## config.mk

```make
export PLATFORM = sky130hd
export DESIGN_NAME = spi_cmd_decoder
export DESIGN_NICKNAME = d
export VERILOG_FILES = /design/src/rtl/spi_cmd_pkg.sv /design/src/rtl/spi_pin_front.sv /design/src/rtl/spi_cmd_engine.sv /design/src/rtl/spi_out_shift.sv /design/src/rtl/spi_cmd_decoder.sv
export SDC_FILE = /design/constraint.sdc
export NUM_CORES = 1
export LEC_CHECK = 0
export ABC_AREA = 1
export BUFFER_PORTS_ARGS = -buffer_cell sky130_fd_sc_hd__buf_2
export CAP_MARGIN = 0
export CORE_AREA = 5 5 117 86
export DETAILED_ROUTE_END_ITERATION = 8
export DIE_AREA = 0 0 122 91
export MAX_ROUTING_LAYER = met4
export PLACE_DENSITY = 0.8
export SYNTH_ARGS = -nofsm -noshare
export SYNTH_HDL_FRONTEND = slang
export SYNTH_HIERARCHICAL = 1
export SYNTH_SLANG_ARGS = --single-unit
export TNS_END_PERCENT = 20
```

## constraint.sdc

```tcl
create_clock -name clk -period 3.5 [get_ports clk]
set_input_delay 0 -clock clk [delete_from_list [all_inputs] [get_ports clk]]
set_output_delay 0 -clock clk [all_outputs]
set_load 0.01 [all_outputs]
```

## src/rtl/spi_cmd_pkg.sv

```systemverilog
package spi_cmd_pkg;

   typedef enum logic [3:0] {
      CMD_NONE, CMD_WREN, CMD_WRDI, CMD_MEMWR, CMD_MEMRD,
      CMD_LKST, CMD_CFGWR, CMD_CTLWR, CMD_STRD, CMD_LOCK
   } cmd_e;

   typedef enum logic [2:0] {
      PH_OPC, PH_ADDR, PH_DATA, PH_READ, PH_HOLD
   } phase_e;

   localparam logic [1:0] WK_MEM  = 2'd0;
   localparam logic [1:0] WK_CFG  = 2'd1;
   localparam logic [1:0] WK_CTL  = 2'd2;
   localparam logic [1:0] WK_LOCK = 2'd3;

   localparam logic [1:0] RK_MEM  = 2'd0;
   localparam logic [1:0] RK_LKST = 2'd1;
   localparam logic [1:0] RK_STAT = 2'd2;

   function automatic cmd_e decode_op(input logic [7:0] op);
      case (op)
         8'h06:   return CMD_WREN;
         8'h04:   return CMD_WRDI;
         8'h02:   return CMD_MEMWR;
         8'h03:   return CMD_MEMRD;
         8'h05:   return CMD_LKST;
         8'h09:   return CMD_CFGWR;
         8'h0A:   return CMD_CTLWR;
         8'h0B:   return CMD_STRD;
         8'h01:   return CMD_LOCK;
         default: return CMD_NONE;
      endcase
   endfunction

endpackage

```

## src/rtl/spi_pin_front.sv

```systemverilog
module spi_pin_front #(
   parameter int STAGES = 2
) (
   input  logic clk,
   input  logic rst_n,
   input  logic cs_n,
   input  logic sck,
   input  logic si,
   output logic cs_hi,
   output logic cs_rise,
   output logic sck_rise,
   output logic sck_fall,
   output logic si_s
);
   localparam logic [2:0] PIN_RST = 3'b100;

   logic [2:0] pins;
   assign pins = {cs_n, sck, si};

   for (genvar g = 0; g < STAGES; g++) begin : g_stg
      logic [2:0] q;
      if (g == 0) begin : g_first
         always_ff @(posedge clk or negedge rst_n)
            if (!rst_n) q <= PIN_RST;
            else        q <= pins;
      end else begin : g_next
         always_ff @(posedge clk or negedge rst_n)
            if (!rst_n) q <= PIN_RST;
            else        q <= g_stg[g-1].q;
      end
   end

   logic [2:0] lvl;
   logic       cs_q, sck_q;
   assign lvl = g_stg[STAGES-1].q;

   always_ff @(posedge clk or negedge rst_n)
      if (!rst_n) begin
         cs_q  <= 1'b1;
         sck_q <= 1'b0;
      end else begin
         cs_q  <= lvl[2];
         sck_q <= lvl[1];
      end

   assign cs_hi    = lvl[2];
   assign cs_rise  = lvl[2] & ~cs_q;
   assign sck_rise = lvl[1] & ~sck_q;
   assign sck_fall = ~lvl[1] & sck_q;
   assign si_s     = lvl[0];
endmodule

```

## src/rtl/spi_cmd_engine.sv

```systemverilog
module spi_cmd_engine
   import spi_cmd_pkg::*;
#(
   parameter int ADDR_W     = 9,
   parameter int ADDR_BYTES = 2
) (
   input  logic              clk,
   input  logic              rst_n,
   input  logic              cs_hi,
   input  logic              cs_rise,
   input  logic              sck_rise,
   input  logic              si_s,
   output logic              wr_valid,
   output logic [1:0]        wr_kind,
   output logic [ADDR_W-1:0] wr_addr,
   output logic [15:0]       wr_data,
   output logic              rd_valid,
   output logic [1:0]        rd_kind,
   output logic [ADDR_W-1:0] rd_addr,
   output logic              rd_phase,
   output logic              we_latch
);
   localparam logic [3:0] ADDR_LAST  = 4'(ADDR_BYTES);
   localparam logic [3:0] MEMWR_NEED = 4'(ADDR_BYTES + 2);
   localparam logic [3:0] REG_NEED   = 4'd3;
   localparam logic [3:0] LOCK_NEED  = 4'd2;

   phase_e            ph;
   cmd_e              cmd, op_cmd;
   logic [2:0]        bit_cnt;
   logic [3:0]        byte_cnt;
   logic [6:0]        in_sh;
   logic [ADDR_W-1:0] addr_acc, addr_shift, addr_inc;
   logic [15:0]       data_sh;
   logic [7:0]        new_byte;
   logic              byte_done;

   assign new_byte   = {in_sh, si_s};
   assign byte_done  = (bit_cnt == 3'd7);
   assign op_cmd     = decode_op(new_byte);
   assign addr_shift = ADDR_W'({addr_acc, new_byte});
   assign addr_inc   = addr_acc + ADDR_W'(1);
   assign rd_phase   = (ph == PH_READ);

   always_ff @(posedge clk or negedge rst_n) begin
      if (!rst_n) begin
         ph       <= PH_OPC;
         cmd      <= CMD_NONE;
         bit_cnt  <= '0;
         byte_cnt <= '0;
         in_sh    <= '0;
         addr_acc <= '0;
         data_sh  <= '0;
         we_latch <= 1'b0;
         wr_valid <= 1'b0;
         wr_kind  <= WK_MEM;
         wr_addr  <= '0;
         wr_data  <= '0;
         rd_valid <= 1'b0;
         rd_kind  <= RK_MEM;
         rd_addr  <= '0;
      end else begin
         wr_valid <= 1'b0;
         rd_valid <= 1'b0;
         if (cs_rise) begin
            if (bit_cnt == 3'd0) begin
               case (cmd)
                  CMD_WREN: we_latch <= 1'b1;
                  CMD_WRDI: we_latch <= 1'b0;
                  CMD_MEMWR:
                     if (we_latch && byte_cnt >= MEMWR_NEED) begin
                        wr_valid <= 1'b1;
                        wr_kind  <= WK_MEM;
                        wr_addr  <= addr_acc;
                        wr_data  <= data_sh;
                        we_latch <= 1'b0;
                     end
                  CMD_CFGWR, CMD_CTLWR:
                     if (we_latch && byte_cnt >= REG_NEED) begin
                        wr_valid <= 1'b1;
                        wr_kind  <= (cmd == CMD_CFGWR) ? WK_CFG : WK_CTL;
                        wr_addr  <= '0;
                        wr_data  <= data_sh;
                     end
                  CMD_LOCK:
                     if (we_latch && byte_cnt >= LOCK_NEED) begin
                        wr_valid <= 1'b1;
                        wr_kind  <= WK_LOCK;
                        wr_addr  <= '0;
                        wr_data  <= data_sh;
                        we_latch <= 1'b0;
                     end
                  default: ;
               endcase
            end
         end else if (cs_hi) begin
            ph       <= PH_OPC;
            cmd      <= CMD_NONE;
            bit_cnt  <= '0;
            byte_cnt <= '0;
            addr_acc <= '0;
            data_sh  <= '0;
         end else if (sck_rise) begin
            bit_cnt <= bit_cnt + 3'd1;
            in_sh   <= new_byte[6:0];
            if (byte_done) begin
               if (byte_cnt != 4'hF) byte_cnt <= byte_cnt + 4'd1;
               case (ph)
                  PH_OPC: begin
                     cmd <= op_cmd;
                     case (op_cmd)
                        CMD_MEMWR, CMD_MEMRD: ph <= PH_ADDR;
                        CMD_LKST, CMD_STRD: begin
                           ph       <= PH_READ;
                           rd_valid <= 1'b1;
                           rd_kind  <= (op_cmd == CMD_LKST) ? RK_LKST : RK_STAT;
                           rd_addr  <= addr_acc;
                        end
                        CMD_CFGWR, CMD_CTLWR, CMD_LOCK: ph <= PH_DATA;
                        default: ph <= PH_HOLD;
                     endcase
                  end
                  PH_ADDR: begin
                     addr_acc <= addr_shift;
                     if (byte_cnt == ADDR_LAST) begin
                        if (cmd == CMD_MEMRD) begin
                           ph       <= PH_READ;
                           rd_valid <= 1'b1;
                           rd_kind  <= RK_MEM;
                           rd_addr  <= addr_shift;
                        end else begin
                           ph <= PH_DATA;
                        end
                     end
                  end
                  PH_DATA: data_sh <= {data_sh[7:0], new_byte};
                  PH_READ: begin
                     addr_acc <= addr_inc;
                     rd_valid <= 1'b1;
                     rd_addr  <= addr_inc;
                  end
                  default: ;
               endcase
            end
         end
      end
   end
endmodule

```

## src/rtl/spi_out_shift.sv

```systemverilog
module spi_out_shift (
   input  logic       clk,
   input  logic       rst_n,
   input  logic       cs_hi,
   input  logic       sck_fall,
   input  logic       rd_phase,
   input  logic       rd_valid,
   input  logic [7:0] rd_data,
   output logic       so,
   output logic       so_oe
);
   logic [7:0] sh;
   logic       load_pend, loaded;

   always_ff @(posedge clk or negedge rst_n) begin
      if (!rst_n) begin
         sh        <= '0;
         load_pend <= 1'b0;
         loaded    <= 1'b0;
         so        <= 1'b0;
         so_oe     <= 1'b0;
      end else if (cs_hi) begin
         load_pend <= 1'b0;
         loaded    <= 1'b0;
         so        <= 1'b0;
         so_oe     <= 1'b0;
      end else begin
         load_pend <= rd_valid;
         if (load_pend) begin
            sh     <= rd_data;
            loaded <= 1'b1;
         end else if (sck_fall && rd_phase && loaded) begin
            so    <= sh[7];
            sh    <= {sh[6:0], 1'b0};
            so_oe <= 1'b1;
         end
      end
   end
endmodule

```

## src/rtl/spi_cmd_decoder.sv

```systemverilog
module spi_cmd_decoder #(
   parameter int ADDR_W      = 9,
   parameter int SYNC_STAGES = 2
) (
   input  logic              clk,
   input  logic              rst_n,
   input  logic              cs_n,
   input  logic              sck,
   input  logic              si,
   output logic              so,
   output logic              so_oe,
   output logic              wr_valid,
   output logic [1:0]        wr_kind,
   output logic [ADDR_W-1:0] wr_addr,
   output logic [15:0]       wr_data,
   output logic              rd_valid,
   output logic [1:0]        rd_kind,
   output logic [ADDR_W-1:0] rd_addr,
   input  logic [7:0]        rd_data
);
   localparam int ADDR_BYTES = (ADDR_W + 7) / 8;

   initial begin
      assert (SYNC_STAGES >= 2) else $error("SYNC_STAGES must be at least 2");
      assert (ADDR_W >= 1 && ADDR_W <= 32) else $error("ADDR_W out of range");
   end

   logic cs_hi, cs_rise, sck_rise, sck_fall, si_s;
   logic rd_phase, we_latch;

   spi_pin_front #(.STAGES(SYNC_STAGES)) u_front (
      .clk(clk), .rst_n(rst_n), .cs_n(cs_n), .sck(sck), .si(si),
      .cs_hi(cs_hi), .cs_rise(cs_rise), .sck_rise(sck_rise),
      .sck_fall(sck_fall), .si_s(si_s)
   );

   spi_cmd_engine #(.ADDR_W(ADDR_W), .ADDR_BYTES(ADDR_BYTES)) u_engine (
      .clk(clk), .rst_n(rst_n), .cs_hi(cs_hi), .cs_rise(cs_rise),
      .sck_rise(sck_rise), .si_s(si_s),
      .wr_valid(wr_valid), .wr_kind(wr_kind), .wr_addr(wr_addr),
      .wr_data(wr_data), .rd_valid(rd_valid), .rd_kind(rd_kind),
      .rd_addr(rd_addr), .rd_phase(rd_phase), .we_latch(we_latch)
   );

   spi_out_shift u_out (
      .clk(clk), .rst_n(rst_n), .cs_hi(cs_hi), .sck_fall(sck_fall),
      .rd_phase(rd_phase), .rd_valid(rd_valid), .rd_data(rd_data),
      .so(so), .so_oe(so_oe)
   );
endmodule

```

==> metrics.txt <==
Post-Syn Nets=626; CTS tree=yes; Core Region=8820 um^2; initial cell density of the core=58.3%; n_diodes=0; die width=122 um; #FFs+latches synth=107; setup TNS=0 ns; clock buffer depth=2; hpwl dp=8130 um; Tightest Pin Transition=1.12 ns; number of setup buffers added after CTS=0; vias in the first global route=4,234; static leakage=2.97 nW; Final Hold Fails=0; Power, Total=0.00321 W; die footprint=11,100 um^2; Clock Sinks=107; Cell Pwr Density=546 nW/um^2; I/O pin count=55; Site Rows=29; die span in y=91 um; shortest period the worst path allows=2.59 ns; xor and xnor fraction of the mapped netlist area=0.341%; post-synth cell types=34; fin area=5880 um^2; RSZ-0062 raised after global routing=no; TritonRoute pass-1 iters=5; complex-gate fraction of the synthesized area=13.4%; CP Capture Type=flop; Routed Antenna Nets=0; post-synth top area share=50.7%; FILL cells=708; Avg Vias per Cell=5.46; Worst Path Arrival=2.76 ns; Critical Path RT=3.68 ns; H-tree levels=3; initial antenna violation count=0; top post-synthesis cells by area=dfrtp_1 (51%), nand2_1 (11%), o21ai_0 (6.8%), inv_1 (5.0%), nand3_1 (4.7%); Setup CP Type=reg2reg; Synth Area in Adders=2.19%; # DRC=0; number of buffers created by CTS=9; GRT Overall Usage=23.3%; GR Overflow Total=0; Final period util=73.9%; combinational share of power=23.8%; Net Sw Frac=35.2%; utilization after layout=66.6%; critical path peak fanout=32; clk root buf=clkbuf_16; initial drt markers=370; main combinational cell family by area after synthesis=simple AND/OR/NAND/NOR gates; EDFF count, synth=0; status=complete, no violations; drt wl/cell=14.7 um; nets=689; Synth Warn #=6; fin. max-slew vios=0; sequential area share after synthesis=52.2%; total wire length=11,700 um; post-synthesis async set-or-reset flop share=100%; Post-Layout Cell Count=796; Worst slew margin=25.4%; Sw Pwr=0.00113 W; IO Port Bufs=54; Power Internal=0.00208 W; average size of a mapped cell=8.51 um^2; share of post-route cells with drive strength above 1=18.6%; Synth Area in Simple Gates=23.9%; Max Cap Viol=0; Startpoint Class=flop; Peak VDD IR=0.303 mV; Worst-path clk slew=0.07 ns; Layout Skew=0.00691 ns; Top FF cell, synth=dfrtp_1; Post-CTS Resized=0; sequential power share=45.9%; final setup fails=0; top cells by count, synth=nand2_1 (152), dfrtp_1 (104), o21ai_0 (70); Area Growth Syn to Fin=14.4%; hold-fix buffers at CTS=12; area of the mapped netlist=5140 um^2; clock share of power=30.3%; gpl congestion=0.890; Placed Area=5470 um^2; largest net degree at the start of global routing=54; Syn Inst Count=604; post-synthesis mux area share=0%; placed cells=768; first-pass GRT wire length=20,200 um; top-count cell post-synth=nand2_1; Clk Latency, worst-skew pair=0.35 ns; vias after detailed routing=4,348; Min-Delay Path Class=in2async; R2R Setup Slk=0.91 ns; FMAX=0.387 GHz; post-synth top area cell=dfrtp_1
-- layout by cell type, fill, tap and decap left out, types with 3 or more instances in the layout --
cell and instances:
a21oi_1 12, a21oi_2 3, buf_2 53, buf_4 3
clkbuf_16 9, dfrtp_1 104, dfstp_2 3, dlygate4sd3_1 12
ha_1 9, inv_1 69, inv_2 11, nand2_1 152
nand2_2 14, nand2_4 5, nand3_1 48, nand3_2 4
nor2_1 34, nor2_2 3, nor2_4 3, nor3_1 3
o211ai_1 3, o21ai_0 70, o21ai_2 6, o22ai_1 11
o31ai_1 10
-- power groups by stage --
stage	Clock (W)	Sequential, W	Combinational, W
after floorplan	0	0.00146	0.000549
after global placement	0	0.00148	0.000708
after detailed placement	0	0.00149	0.000731
after CTS	0.000995	0.00147	0.000751
after global routing	0.00105	0.00149	0.000863
final	0.000972	0.00147	0.000763
-- registers in the layout (all words and copies together), names as in the netlist, 2 cells and up --
signal             flops
u_engine/data_sh      16
u_engine/wr_data      16
u_engine/addr_acc      9
u_engine/rd_addr       9
u_engine/wr_addr       9
u_out/sh               8
u_engine/in_sh         7
u_front/g_stg.q        6
u_engine/byte_cnt      4
u_engine/cmd           4
u_engine/bit_cnt       3
u_engine/ph            3
u_engine/rd_kind       2
u_engine/wr_kind       2
-- final timing paths --
kind | startpoint | end | depth (start not counted)
min in group clk | sck | u_front/g_stg[0].q[1] | 2
min reg2reg | u_front/g_stg[0].q[1] | u_front/g_stg[1].q[1] | 0
min | rst_n | u_engine/byte_cnt[1] | 2
max reg2reg | u_front/g_stg[1].q[2] | u_engine/data_sh[2] | 5
max | u_front/g_stg[1].q[2] | u_engine/data_sh[2] | 5
max in group asynchronous | rst_n | u_engine/wr_data[1] | 3
-- layout make-up --
type | count | area [um^2] | share of cell area (%)
clock buffer | 9 | 225 | 3.83
clock inverter | 7 | 58.8 | 1.00
inverter | 80 | 300 | 5.11
multi-input combinational | 401 | 2050 | 34.8
sequential | 107 | 2680 | 45.6
tap | 124 | 155 | 2.64
timing repair buffer | 68 | 408 | 6.94
-- metal layers --
layer  share of wire [%]  routed length, um  global-route usage, %  vias to the layer above
met2                  47               5540                   35.1                      144
met5                   0                  0                      -                        -
met1                  45               5250                   31.7                     2097
met3                 5.9                697                   5.22                       29
li1                    -                  -                      -                     2078
met4                 1.9                227                   7.37                        0
-- through the flow --
step	hold WS [ns]	setup slack, ns
2_1_floorplan	-0.296	1.74
3_3_place_gp	0.0717	1.19
3_5_place_dp	0.0809	0.936
4_1_cts	0.250	0.917
5_1_grt	0.266	0.618
6_report	0.215	0.914
-- kinds of logic after synthesis --
logic type               after synthesis
buffers and inverters                 96
flip-flops                           107
AO/OA/AOI/OAI                        120
XOR/XNOR                               2
AND/OR/NAND/NOR                      270
adder cells (fa/ha/maj)                9
-- critical path: stages, from the launching register on --
cell and delay (ns):
dfstp_2 0.71, inv_2 0.27, a21oi_2 0.29, inv_1 0.10, a21oi_2 0.81, o21ai_0 0.23
(Power assumes the default switching activity.)
